## config.mk

```make
export PLATFORM = sky130hd
export DESIGN_NAME = segdisp_ctrl
export DESIGN_NICKNAME = d
export VERILOG_FILES = /design/src/rtl/segdisp_pkg.sv /design/src/rtl/segdisp_ctrlreg.sv /design/src/rtl/segdisp_store.sv /design/src/rtl/segdisp_scan.sv /design/src/rtl/segdisp_ctrl.sv
export SDC_FILE = /design/constraint.sdc
export NUM_CORES = 1
export LEC_CHECK = 0
export BUFFER_PORTS_ARGS = -buffer_cell sky130_fd_sc_hd__buf_2
export CORE_ASPECT_RATIO = 1.5
export CORE_MARGIN = 4
export CORE_UTILIZATION = 40
export DETAILED_ROUTE_END_ITERATION = 8
export PLACE_DENSITY = 0.66
export SETUP_SLACK_MARGIN = 0.05
export SLEW_MARGIN = 5
export SYNTH_ARGS = -nofsm -noshare
export SYNTH_HDL_FRONTEND = slang
export SYNTH_HIERARCHICAL = 1
export SYNTH_SLANG_ARGS = --single-unit
```

## constraint.sdc

```tcl
create_clock -name clk -period 6.94 [get_ports clk]
set_input_delay 0.347 -clock clk [delete_from_list [all_inputs] [get_ports clk]]
set_output_delay 0.347 -clock clk [all_outputs]
set_load 0.01 [all_outputs]
```

## src/rtl/segdisp_pkg.sv

```systemverilog
package segdisp_pkg;
  localparam int NUM_DIGITS = 8;
  localparam int IDX_W      = $clog2(NUM_DIGITS);

  // field order follows control word bit 7 down to bit 0
  typedef struct packed {
    logic             load;
    logic             hex;
    logic             decode;
    logic             run;
    logic             bank;
    logic [IDX_W-1:0] addr;
  } ctrl_t;

  typedef enum logic [1:0] {
    ARM_NONE = 2'd0,
    ARM_ONE  = 2'd1,
    ARM_SEQ  = 2'd2
  } arm_e;

  // segment order: bit0 = a ... bit6 = g
  function automatic logic [6:0] hex_seg(input logic [3:0] v);
    case (v)
      4'h0: hex_seg = 7'h3F;
      4'h1: hex_seg = 7'h06;
      4'h2: hex_seg = 7'h5B;
      4'h3: hex_seg = 7'h4F;
      4'h4: hex_seg = 7'h66;
      4'h5: hex_seg = 7'h6D;
      4'h6: hex_seg = 7'h7D;
      4'h7: hex_seg = 7'h07;
      4'h8: hex_seg = 7'h7F;
      4'h9: hex_seg = 7'h6F;
      4'hA: hex_seg = 7'h77;
      4'hB: hex_seg = 7'h7C;
      4'hC: hex_seg = 7'h39;
      4'hD: hex_seg = 7'h5E;
      4'hE: hex_seg = 7'h79;
      default: hex_seg = 7'h71;
    endcase
  endfunction

  function automatic logic [6:0] codeb_seg(input logic [3:0] v);
    case (v)
      4'hA: codeb_seg = 7'h40;
      4'hB: codeb_seg = 7'h79;
      4'hC: codeb_seg = 7'h76;
      4'hD: codeb_seg = 7'h38;
      4'hE: codeb_seg = 7'h73;
      4'hF: codeb_seg = 7'h00;
      default: codeb_seg = hex_seg(v);
    endcase
  endfunction
endpackage

```

## src/rtl/segdisp_ctrlreg.sv

```systemverilog
module segdisp_ctrlreg
  import segdisp_pkg::*;
(
  input  logic             clk,
  input  logic             rst_n,
  input  logic             wr_stb,
  input  logic             sel_ctrl,
  input  logic [7:0]       wr_data,
  output ctrl_t            ctrl,
  output logic             dec_we,
  output logic             raw_we,
  output logic [IDX_W-1:0] we_addr,
  output logic [7:0]       we_data
);
  localparam logic [IDX_W-1:0] LAST_IDX = IDX_W'(NUM_DIGITS - 1);

  arm_e             arm_q;
  logic [IDX_W-1:0] seq_idx_q;
  logic             ctrl_wr;
  logic             data_wr;

  assign ctrl_wr = wr_stb & sel_ctrl;
  assign data_wr = wr_stb & ~sel_ctrl;

  always_ff @(posedge clk) begin
    if (!rst_n) begin
      ctrl      <= '0;
      arm_q     <= ARM_NONE;
      seq_idx_q <= '0;
    end else if (ctrl_wr) begin
      ctrl      <= ctrl_t'(wr_data);
      seq_idx_q <= '0;
      if (wr_data[7]) arm_q <= wr_data[5] ? ARM_ONE : ARM_SEQ;
      else            arm_q <= ARM_NONE;
    end else if (data_wr) begin
      case (arm_q)
        ARM_ONE: arm_q <= ARM_NONE;
        ARM_SEQ: begin
          seq_idx_q <= seq_idx_q + 1'b1;
          if (seq_idx_q == LAST_IDX) arm_q <= ARM_NONE;
        end
        default: arm_q <= ARM_NONE;
      endcase
    end
  end

  assign dec_we  = data_wr & (arm_q == ARM_ONE);
  assign raw_we  = data_wr & (arm_q == ARM_SEQ);
  assign we_addr = (arm_q == ARM_SEQ) ? seq_idx_q : ctrl.addr;
  assign we_data = wr_data;

  assert_ctrlonly_R2: assert property (@(posedge clk) disable iff (!rst_n)
    (ctrl_wr && !wr_data[7]) |=> (arm_q == ARM_NONE));
  assert_single_once_R3: assert property (@(posedge clk) disable iff (!rst_n)
    dec_we |=> (arm_q == ARM_NONE));
  assert_seq_step_R4: assert property (@(posedge clk) disable iff (!rst_n)
    (raw_we && seq_idx_q != LAST_IDX) |=> (seq_idx_q == $past(seq_idx_q) + 1'b1));
  assert_seq_end_R4: assert property (@(posedge clk) disable iff (!rst_n)
    (raw_we && seq_idx_q == LAST_IDX) |=> (arm_q == ARM_NONE));
endmodule

```

## src/rtl/segdisp_store.sv

```systemverilog
module segdisp_store
  import segdisp_pkg::*;
(
  input  logic             clk,
  input  logic             rst_n,
  input  logic             dec_we,
  input  logic             raw_we,
  input  logic             we_bank,
  input  logic [IDX_W-1:0] we_addr,
  input  logic [7:0]       we_data,
  input  logic [IDX_W-1:0] rd_idx,
  input  logic             rd_bank,
  output logic [3:0]       rd_nib,
  output logic             rd_dp,
  output logic [7:0]       rd_raw
);
  logic [NUM_DIGITS-1:0][3:0] bank_a_q;
  logic [NUM_DIGITS-1:0][3:0] bank_b_q;
  logic [NUM_DIGITS-1:0]      dp_q;
  logic [NUM_DIGITS-1:0][7:0] raw_q;

  always_ff @(posedge clk) begin
    if (!rst_n) begin
      bank_a_q <= '0;
      bank_b_q <= '0;
      dp_q     <= '0;
      raw_q    <= '0;
    end else begin
      if (dec_we) begin
        if (we_bank) bank_b_q[we_addr] <= we_data[3:0];
        else         bank_a_q[we_addr] <= we_data[3:0];
        dp_q[we_addr] <= we_data[7];
      end
      if (raw_we) raw_q[we_addr] <= we_data;
    end
  end

  assign rd_nib = rd_bank ? bank_b_q[rd_idx] : bank_a_q[rd_idx];
  assign rd_dp  = dp_q[rd_idx];
  assign rd_raw = raw_q[rd_idx];

  assert_bank_b_kept_R7: assert property (@(posedge clk) disable iff (!rst_n)
    (dec_we && !we_bank) |=> $stable(bank_b_q));
  assert_bank_a_kept_R7: assert property (@(posedge clk) disable iff (!rst_n)
    (dec_we && we_bank) |=> $stable(bank_a_q));
  assert_raw_kept_R3: assert property (@(posedge clk) disable iff (!rst_n)
    dec_we |=> $stable(raw_q));
  assert_dec_kept_R4: assert property (@(posedge clk) disable iff (!rst_n)
    raw_we |=> ($stable(bank_a_q) && $stable(bank_b_q) && $stable(dp_q)));
  assert_no_store_R2: assert property (@(posedge clk) disable iff (!rst_n)
    (!dec_we && !raw_we) |=> ($stable(bank_a_q) && $stable(bank_b_q) && $stable(raw_q)));
endmodule

```

## src/rtl/segdisp_scan.sv

```systemverilog
module segdisp_scan
  import segdisp_pkg::*;
#(
  parameter int SLOT_CYCLES = 4
) (
  input  logic                  clk,
  input  logic                  rst_n,
  input  logic                  run,
  input  logic                  decode,
  input  logic                  hex,
  input  logic [3:0]            rd_nib,
  input  logic                  rd_dp,
  input  logic [7:0]            rd_raw,
  output logic [IDX_W-1:0]      scan_idx,
  output logic [7:0]            seg_out,
  output logic [NUM_DIGITS-1:0] dig_en
);
  localparam int SLOT_W = (SLOT_CYCLES > 1) ? $clog2(SLOT_CYCLES) : 1;
  localparam logic [SLOT_W-1:0] SLOT_LAST = SLOT_W'(SLOT_CYCLES - 1);
  localparam logic [IDX_W-1:0]  IDX_LAST  = IDX_W'(NUM_DIGITS - 1);

  logic [SLOT_W-1:0] slot_q;
  logic              slot_tick;
  logic [7:0]        pattern;

  assign slot_tick = (slot_q == SLOT_LAST);

  always_ff @(posedge clk) begin
    if (!rst_n) begin
      slot_q   <= '0;
      scan_idx <= '0;
    end else if (slot_tick) begin
      slot_q   <= '0;
      scan_idx <= (scan_idx == IDX_LAST) ? '0 : scan_idx + 1'b1;
    end else begin
      slot_q <= slot_q + 1'b1;
    end
  end

  always_comb begin
    if (decode) pattern = {rd_dp, hex ? hex_seg(rd_nib) : codeb_seg(rd_nib)};
    else        pattern = rd_raw;
  end

  assign seg_out = run ? pattern : 8'h00;
  assign dig_en  = run ? (NUM_DIGITS'(1) << scan_idx) : '0;

  assert_onehot_R10: assert property (@(posedge clk) disable iff (!rst_n)
    run |-> ($countones(dig_en) == 1));
  assert_step_R10: assert property (@(posedge clk) disable iff (!rst_n)
    (slot_tick && scan_idx != IDX_LAST) |=> (scan_idx == $past(scan_idx) + 1'b1));
  assert_wrap_R10: assert property (@(posedge clk) disable iff (!rst_n)
    (slot_tick && scan_idx == IDX_LAST) |=> (scan_idx == '0));
  assert_hold_R10: assert property (@(posedge clk) disable iff (!rst_n)
    !slot_tick |=> $stable(scan_idx));
  assert_blank_R9: assert property (@(posedge clk) disable iff (!rst_n)
    !run |-> (dig_en == '0 && seg_out == 8'h00));
endmodule

```

## src/rtl/segdisp_ctrl.sv

```systemverilog
module segdisp_ctrl
  import segdisp_pkg::*;
#(
  parameter int SLOT_CYCLES = 4
) (
  input  logic       clk,
  input  logic       rst_n,
  input  logic       wr_stb,
  input  logic       sel_ctrl,
  input  logic [7:0] wr_data,
  output logic [7:0] seg_out,
  output logic [7:0] dig_en
);
  ctrl_t            ctrl;
  logic             dec_we;
  logic             raw_we;
  logic [IDX_W-1:0] we_addr;
  logic [7:0]       we_data;
  logic [IDX_W-1:0] scan_idx;
  logic [3:0]       rd_nib;
  logic             rd_dp;
  logic [7:0]       rd_raw;

  segdisp_ctrlreg u_ctrlreg (
    .clk(clk), .rst_n(rst_n), .wr_stb(wr_stb), .sel_ctrl(sel_ctrl),
    .wr_data(wr_data), .ctrl(ctrl), .dec_we(dec_we), .raw_we(raw_we),
    .we_addr(we_addr), .we_data(we_data)
  );

  segdisp_store u_store (
    .clk(clk), .rst_n(rst_n), .dec_we(dec_we), .raw_we(raw_we),
    .we_bank(ctrl.bank), .we_addr(we_addr), .we_data(we_data),
    .rd_idx(scan_idx), .rd_bank(ctrl.bank),
    .rd_nib(rd_nib), .rd_dp(rd_dp), .rd_raw(rd_raw)
  );

  segdisp_scan #(.SLOT_CYCLES(SLOT_CYCLES)) u_scan (
    .clk(clk), .rst_n(rst_n), .run(ctrl.run), .decode(ctrl.decode),
    .hex(ctrl.hex), .rd_nib(rd_nib), .rd_dp(rd_dp), .rd_raw(rd_raw),
    .scan_idx(scan_idx), .seg_out(seg_out), .dig_en(dig_en)
  );

  assert_reset_blank_R1: assert property (@(posedge clk)
    $rose(rst_n) |-> (dig_en == 8'h00 && seg_out == 8'h00));
endmodule

```

==> flow_metrics.py, run 1 <==
metrics = {
    "sta": {
        "period_needed_ns": 4.488,
        "hold_viol": 0,
        "max_freq_mhz": 222.8,
        "fin_crit_sh_pct": 64.66,
        "worst_pin_slew_ns": 0.9971,
        "setup_violations": 0,
        "rsz0062_at_grt": "no",
        "tns_ns": 0,
        "clock_skew_ns": 0.007965,
        "slew_headroom_pct": 33.52,
        "final_max_slew_viol_count": 0,
    },
    "floorplanning": {
        "floorplan.initialDensity_pct": 40.88,
        "die_h_um": 182.9,
        "die_area_um2": 22780,
        "coreArea_um2": 19940,
        "top_level_ports": 28,
        "fp.dieW_um": 124.6,
        "rows": 63,
    },
    "critical_path": {
        "cp-end-kind": "output port",
        "worst-setup-path-type": "reg2out",
        "worstPathCellList": "buf_4 > mux4_2 > nand3_1 > nand3_1 > inv_1 > ha_1 > o21ai_0 > a21o_1 > o21a_1 > o21ai_0 > buf_2",
        "critPathLaunchType": "register",
        "crit_path_max_incr_delay_ns": 0.77,
        "crit_required_ns": 6.59,
        "cp.arrival_ns": 4.14,
        "cp_max_fo": 21,
        "cp_slowest_cell": "dfxtp_2",
    },
    "power_and_ir_drop": {
        "switchingPower_mw": 0.4736,
        "p_total_mw": 1.933,
        "powerDensity_nw_per_um2": 220.1,
        "ir_drop_mv": 0.1527,
        "comb_power_share_pct": 5.5,
        "swShare_pct": 24.51,
        "p_clk_share_pct": 48.3,
        "p_seq_share_pct": 46.2,
        "power.leakage_nw": 2.930,
        "intPower_mw": 1.459,
    },
    "routing": {
        "antenna_left": 0,
        "vias": 6375,
        "routed_wl_um": 21600,
        "viasPerCell": 5.785,
        "dr.pass1.iters": 4,
        "routedWlPerCell_um": 19.60,
        "drt_iter0_drc": 724,
        "drc": 0,
    },
    "yosys": {
        "synth_area_per_cell_um2": 9.350,
        "syn_inst": 872,
        "synth_area_um2": 8153,
        "synth_warnings": 6,
        "synth_fp_nets": 899,
    },
    "place": {
        "port_buffers": 27,
        "placed_cell_area_um2": 8189,
        "dp_hpwl_um": 13630,
        "dp.cells": 1070,
        "place_congestion": 0.8581,
    },
    "run_status": {
        "status": "finished, final reports clean",
    },
    "grt": {
        "grt_overflow": 0,
        "grt_usage_pct": 18.45,
        "grt_max_degree": 117,
        "antenna_found_initial": 0,
        "grt_pass1_wl_um": 33620,
        "grt_pass1_vias": 6097,
    },
    "clocking": {
        "clk_pin_slew_ns": 0.07,
        "htree_levels": 4,
        "cts-buffers-inserted": 17,
        "post_cts_buffers": 0,
        "cts_hold_buf": 0,
        "cts.sinks": 153,
        "root_buffer": "clkbuf_16",
        "cts_buffer_depth": 2,
        "cts_tree": "done",
        "cts_resized": 0,
        "clk_latency_ns": 0.42,
    },
    "worst_hold_path": {
        "holdCritPathClass": "in2reg",
    },
    "layout": {
        "area_delta_synth_final_pct": 7.689,
        "diodes": 0,
        "drive_above_1_share_pct": 12.71,
        "final_area_um2": 8780,
        "finalNonFillerCells": 1102,
        "fin_nets": 856,
        "nFillCells": 1865,
    },
    "job": {
        "drv_cap": 0,
    },
}
==> area by class of cell <==
type | count | area (µm²) | share of cell area [%]
multi-input combinational | 615 | 4579 | 52.16
sequential | 153 | 3064 | 34.90
clock buffer | 18 | 429.2 | 4.888
tap | 260 | 325.3 | 3.705
timing repair buffer | 34 | 190.2 | 2.166
clock inverter | 14 | 161.4 | 1.838
inverter | 8 | 30.03 | 0.3420
==> sequential cells by signal (all words and copies together) (netlist names) <==
name / count
u_scan/slot_q: 2
u_store/raw_q: 64
u_ctrlreg/seq_idx_q: 3
u_store/dp_q: 8
u_store/bank_a_q: 32
u_scan/scan_idx: 3
u_ctrlreg/ctrl: 7
u_ctrlreg/arm_q: 2
u_store/bank_b_q: 32
==> power groups by stage <==
stage	combinational, mW	clock [mW]	sequential, mW
2_1_floorplan	0.0866	0	0.907
3_3_place_gp	0.106	0	0.913
3_5_place_dp	0.106	0	0.913
4_1_cts	0.106	0.950	0.893
5_1_grt	0.113	0.984	0.894
6_report	0.106	0.933	0.893
==> worst paths after layout <==
path / startpoint / end / slack (ns) / cells past startpoint
worst max-delay path: u_scan/scan_idx[0] / seg_out[6] / 2.45 / 11
worst min register to register: u_scan/slot_q[0] / u_scan/slot_q[0] / 0.43 / 1
worst min-delay path: wr_data[6] / u_ctrlreg/ctrl[6] / 0.30 / 3
worst max register to register: u_ctrlreg/arm_q[1] / u_store/dp_q[5] / 4.38 / 5
==> metrics by stage <==
step                util [%]  setup slack [ns]  hold slack [ns]
floorplan                  -             3.855           0.4033
finish                 44.02             2.452           0.2970
CTS                    44.02             2.435           0.2793
global route           44.02             2.199           0.2886
detailed placement     41.06             2.889           0.4155
global placement       41.06             2.933           0.4138
==> metal layers <==
layer | global-route usage, % | part of all wire, %
met5 | 0 | 0
met4 | 8.907 | 3.7
met3 | 2.593 | 3.0
met2 | 33.86 | 53
met1 | 20.99 | 40
==> critical path, delay by kind of cell, from the launching register on <==
| family | cells | cell delay, ns |
|---|---|---|
| fa+ha+maj | 1 | 0.32 |
| simple gates | 2 | 0.31 |
| mux | 1 | 0.54 |
| flops | 1 | 0.77 |
| buf+inv | 3 | 0.86 |
| compound gates | 4 | 0.90 |
==> cell usage in the layout (no fill, tap or decap), types with 4 or more instances in the layout <==
cell type  count
a21boi_0     105
a21boi_1       7
a21oi_1       13
a22oi_1        4
and2_1         7
and3_1         4
buf_2         26
buf_4          8
clkbuf_16     17
dfxtp_1      152
ha_1          15
inv_1          8
inv_6          6
mux2_2        16
mux2i_1       30
mux4_1        24
mux4_2        11
nand2_1      109
nand2b_1       4
nand3_1       78
nand3b_1       4
nand4_1        5
nor2_1        11
nor2b_1       34
o21ai_0       87
(Power assumes the default switching activity.)
==> inputs of run 2 (changes only) <==
--- a/config.mk
+++ b/config.mk
@@ -10,7 +10,7 @@
 export CORE_MARGIN = 4
 export CORE_UTILIZATION = 40
 export DETAILED_ROUTE_END_ITERATION = 8
-export PLACE_DENSITY = 0.66
+export PLACE_DENSITY = 0.69
 export SETUP_SLACK_MARGIN = 0.05
 export SLEW_MARGIN = 5
 export SYNTH_ARGS = -nofsm -noshare
==> constraint.sdc (replaced) <==
create_clock -name clk -period 4.01 [get_ports clk]
set_input_delay 0.2005 -clock clk [delete_from_list [all_inputs] [get_ports clk]]
set_output_delay 0.2005 -clock clk [all_outputs]
set_load 0.01 [all_outputs]
==> run 2 against run 1 <==
Worst setup slack got worse by 2.2 ns. Highest routed layer unchanged. Register-to-register slack lost 3.0 ns. Critical path depth decreased by 1. Sequential power increased by 72%. Via count grew 2.3%. Count of clock-buffer cells in the layout decreased by 1. Die area unchanged.
==> flow_metrics.py, run 2 (synthesis results as in run 1) <==
metrics = {
    "run_status": {
        "status": "finished, final reports clean",
    },
    "clocking": {
        "clk_pin_slew_ns": 0.07,
        "cts.sinks": 153,
        "cts_buffer_depth": 2,
        "htree_levels": 4,
        "cts_hold_buf": 0,
        "root_buffer": "clkbuf_16",
        "clk_latency_ns": 0.43,
        "cts_tree": "done",
        "cts-buffers-inserted": 17,
    },
    "floorplanning": {
        "die_h_um": 182.9,
        "fp.dieW_um": 124.6,
        "floorplan.initialDensity_pct": 40.88,
        "top_level_ports": 28,
        "rows": 63,
        "coreArea_um2": 19940,
        "die_area_um2": 22780,
    },
    "grt": {
        "grt_usage_pct": 18.61,
        "antenna_found_initial": 0,
        "grt_pass1_vias": 6449,
        "grt_pass1_wl_um": 34310,
        "grt_max_degree": 101,
        "grt_overflow": 0,
    },
    "worst_hold_path": {
        "min_to": "u_store/raw_q[54]",
        "hold_path_depth": 3,
        "holdCritPathClass": "in2reg",
        "min-delay-start": "wr_data[6]",
    },
    "layout": {
        "area_delta_synth_final_pct": 8.165,
        "register_area_um2": 3068,
        "largest_register_ffs": 64,
        "largest_register": "u_store/raw_q",
        "reg.largest.list": "u_store/raw_q (64), u_store/bank_a_q (32), u_store/bank_b_q (32)",
        "fin_nets": 862,
        "diodes": 0,
        "drive_above_1_share_pct": 13.56,
        "final_util_pct": 44.22,
        "finalNonFillerCells": 1108,
        "multi_input_area_um2": 4582,
        "final_common_cell": "dfxtp_1",
        "nFillCells": 1883,
        "layout_common_cells": "151 x dfxtp_1, 109 x nand2_1, 105 x a21boi_0",
    },
    "sta": {
        "tns_ns": 0,
        "rsz0062_at_grt": "no",
        "fin_crit_sh_pct": 92.69,
        "period_needed_ns": 3.717,
        "setup_ws_ns": 0.2930,
        "slew_headroom_pct": 43.04,
        "final_max_slew_viol_count": 0,
        "max_freq_mhz": 269.0,
        "setup_violations": 0,
        "hold_ws_ns": 0.1179,
        "clock_skew_ns": 0.01195,
        "worst_pin_slew_ns": 0.8543,
        "hold_viol": 0,
    },
    "place": {
        "dp_hpwl_um": 13790,
        "port_buffers": 27,
        "dp.cells": 1076,
        "pre_cts_ws_ns": 0.5882,
        "place_congestion": 0.8894,
    },
    "critical_path": {
        "worst-setup-path-type": "reg2out",
        "cp_max_fo": 13,
        "cp.arrival_ns": 3.52,
        "critPathLaunchType": "register",
        "cp-end-kind": "output port",
        "rrSetupSlack_ns": 1.42,
        "rr_worst_depth": 5,
        "reg2reg_from": "u_ctrlreg/arm_q[1]",
        "reg2reg_to": "u_store/bank_b_q[1]",
        "crit_required_ns": 3.81,
    },
    "routing": {
        "routed_wl_um": 21630,
        "drt_iter0_drc": 644,
        "dr.pass1.iters": 5,
        "vias": 6520,
        "viasPerCell": 5.884,
        "antenna_left": 0,
        "routedWlPerCell_um": 19.52,
        "drc": 0,
    },
    "power_and_ir_drop": {
        "power.leakage_nw": 2.965,
        "ir_drop_mv": 0.2661,
        "powerDensity_nw_per_um2": 374.9,
    },
    "job": {
        "drv_cap": 0,
    },
}
==> run 2: changes by cell type in the layout (fill, tap and decap cells not counted), moves of 2 or more <==
cell	before	now
nor2b_1	34	36
nor2b_2	3	1
bufinv_16	2	0
buf_4	8	14
clkinv_8	0	2
inv_8	1	5
inv_6	6	4
==> run 2: power breakdown <==
part	switching [mW]	internal, mW	leakage (nW)
sequential	0.0160	1.53	1.23
combinational	0.122	0.0639	1.45
clock	0.747	0.830	0.280
total	0.885	2.42	2.96
==> run 2: area by class of cell <==
type / count / share of cell area [%]
timing repair buffer: 40 / 2.667
multi-input combinational: 615 / 51.96
clock buffer: 17 / 4.824
inverter: 8 / 0.3405
clock inverter: 15 / 1.731
tap: 260 / 3.689
sequential: 153 / 34.79
==> run 2: worst max-delay path, cell delays in order (launching register included) <==
cell,delay [ns]
dfxtp_4,0.49
mux4_1,0.59
a22oi_1,0.23
nand3_1,0.24
inv_1,0.19
ha_1,0.27
o21ai_0,0.13
a21o_1,0.29
o21a_1,0.21
o21ai_0,0.24
buf_2,0.19
==> run 2: how the worst max path moves through the flow <==
stage,start,slack [ns],endpoint,cells past startpoint
after floorplan,u_scan/scan_idx[0],1.07,seg_out[6],11
after global placement,u_scan/scan_idx[0],0.64,seg_out[6],10
after detailed placement,u_scan/scan_idx[0],0.59,seg_out[6],10
after CTS,u_scan/scan_idx[0],0.09,seg_out[6],10
after global routing,u_scan/scan_idx[0],0.07,seg_out[6],10
final,u_scan/scan_idx[0],0.29,seg_out[6],10
==> run 2: stage by stage <==
step / total power [mW] / instance area, µm²
2_1_floorplan: 1.719 / 8153
3_3_place_gp: 1.762 / 8229
3_5_place_dp: 1.763 / 8229
4_1_cts: 3.336 / 8807
5_1_grt: 3.411 / 8818
6_report: 3.306 / 8818
==> run 2: timing repair <==
action / 4_1_cts / 5_1_grt
resized for setup: 0 / 4
buffers inserted: 0 / 0
setup endpoints to repair: 0 / 4
==> run 2: routing by layer <==
layer	GRT usage [%]	wire [µm]	part of all wire [%]	up-vias
li1	-	-	-	3046
met1	20.29	8427	39	3228
met2	34.90	11490	53	190
met3	2.768	760	3.5	56
met4	9.346	950	4.4	0
met5	0	0	0	-
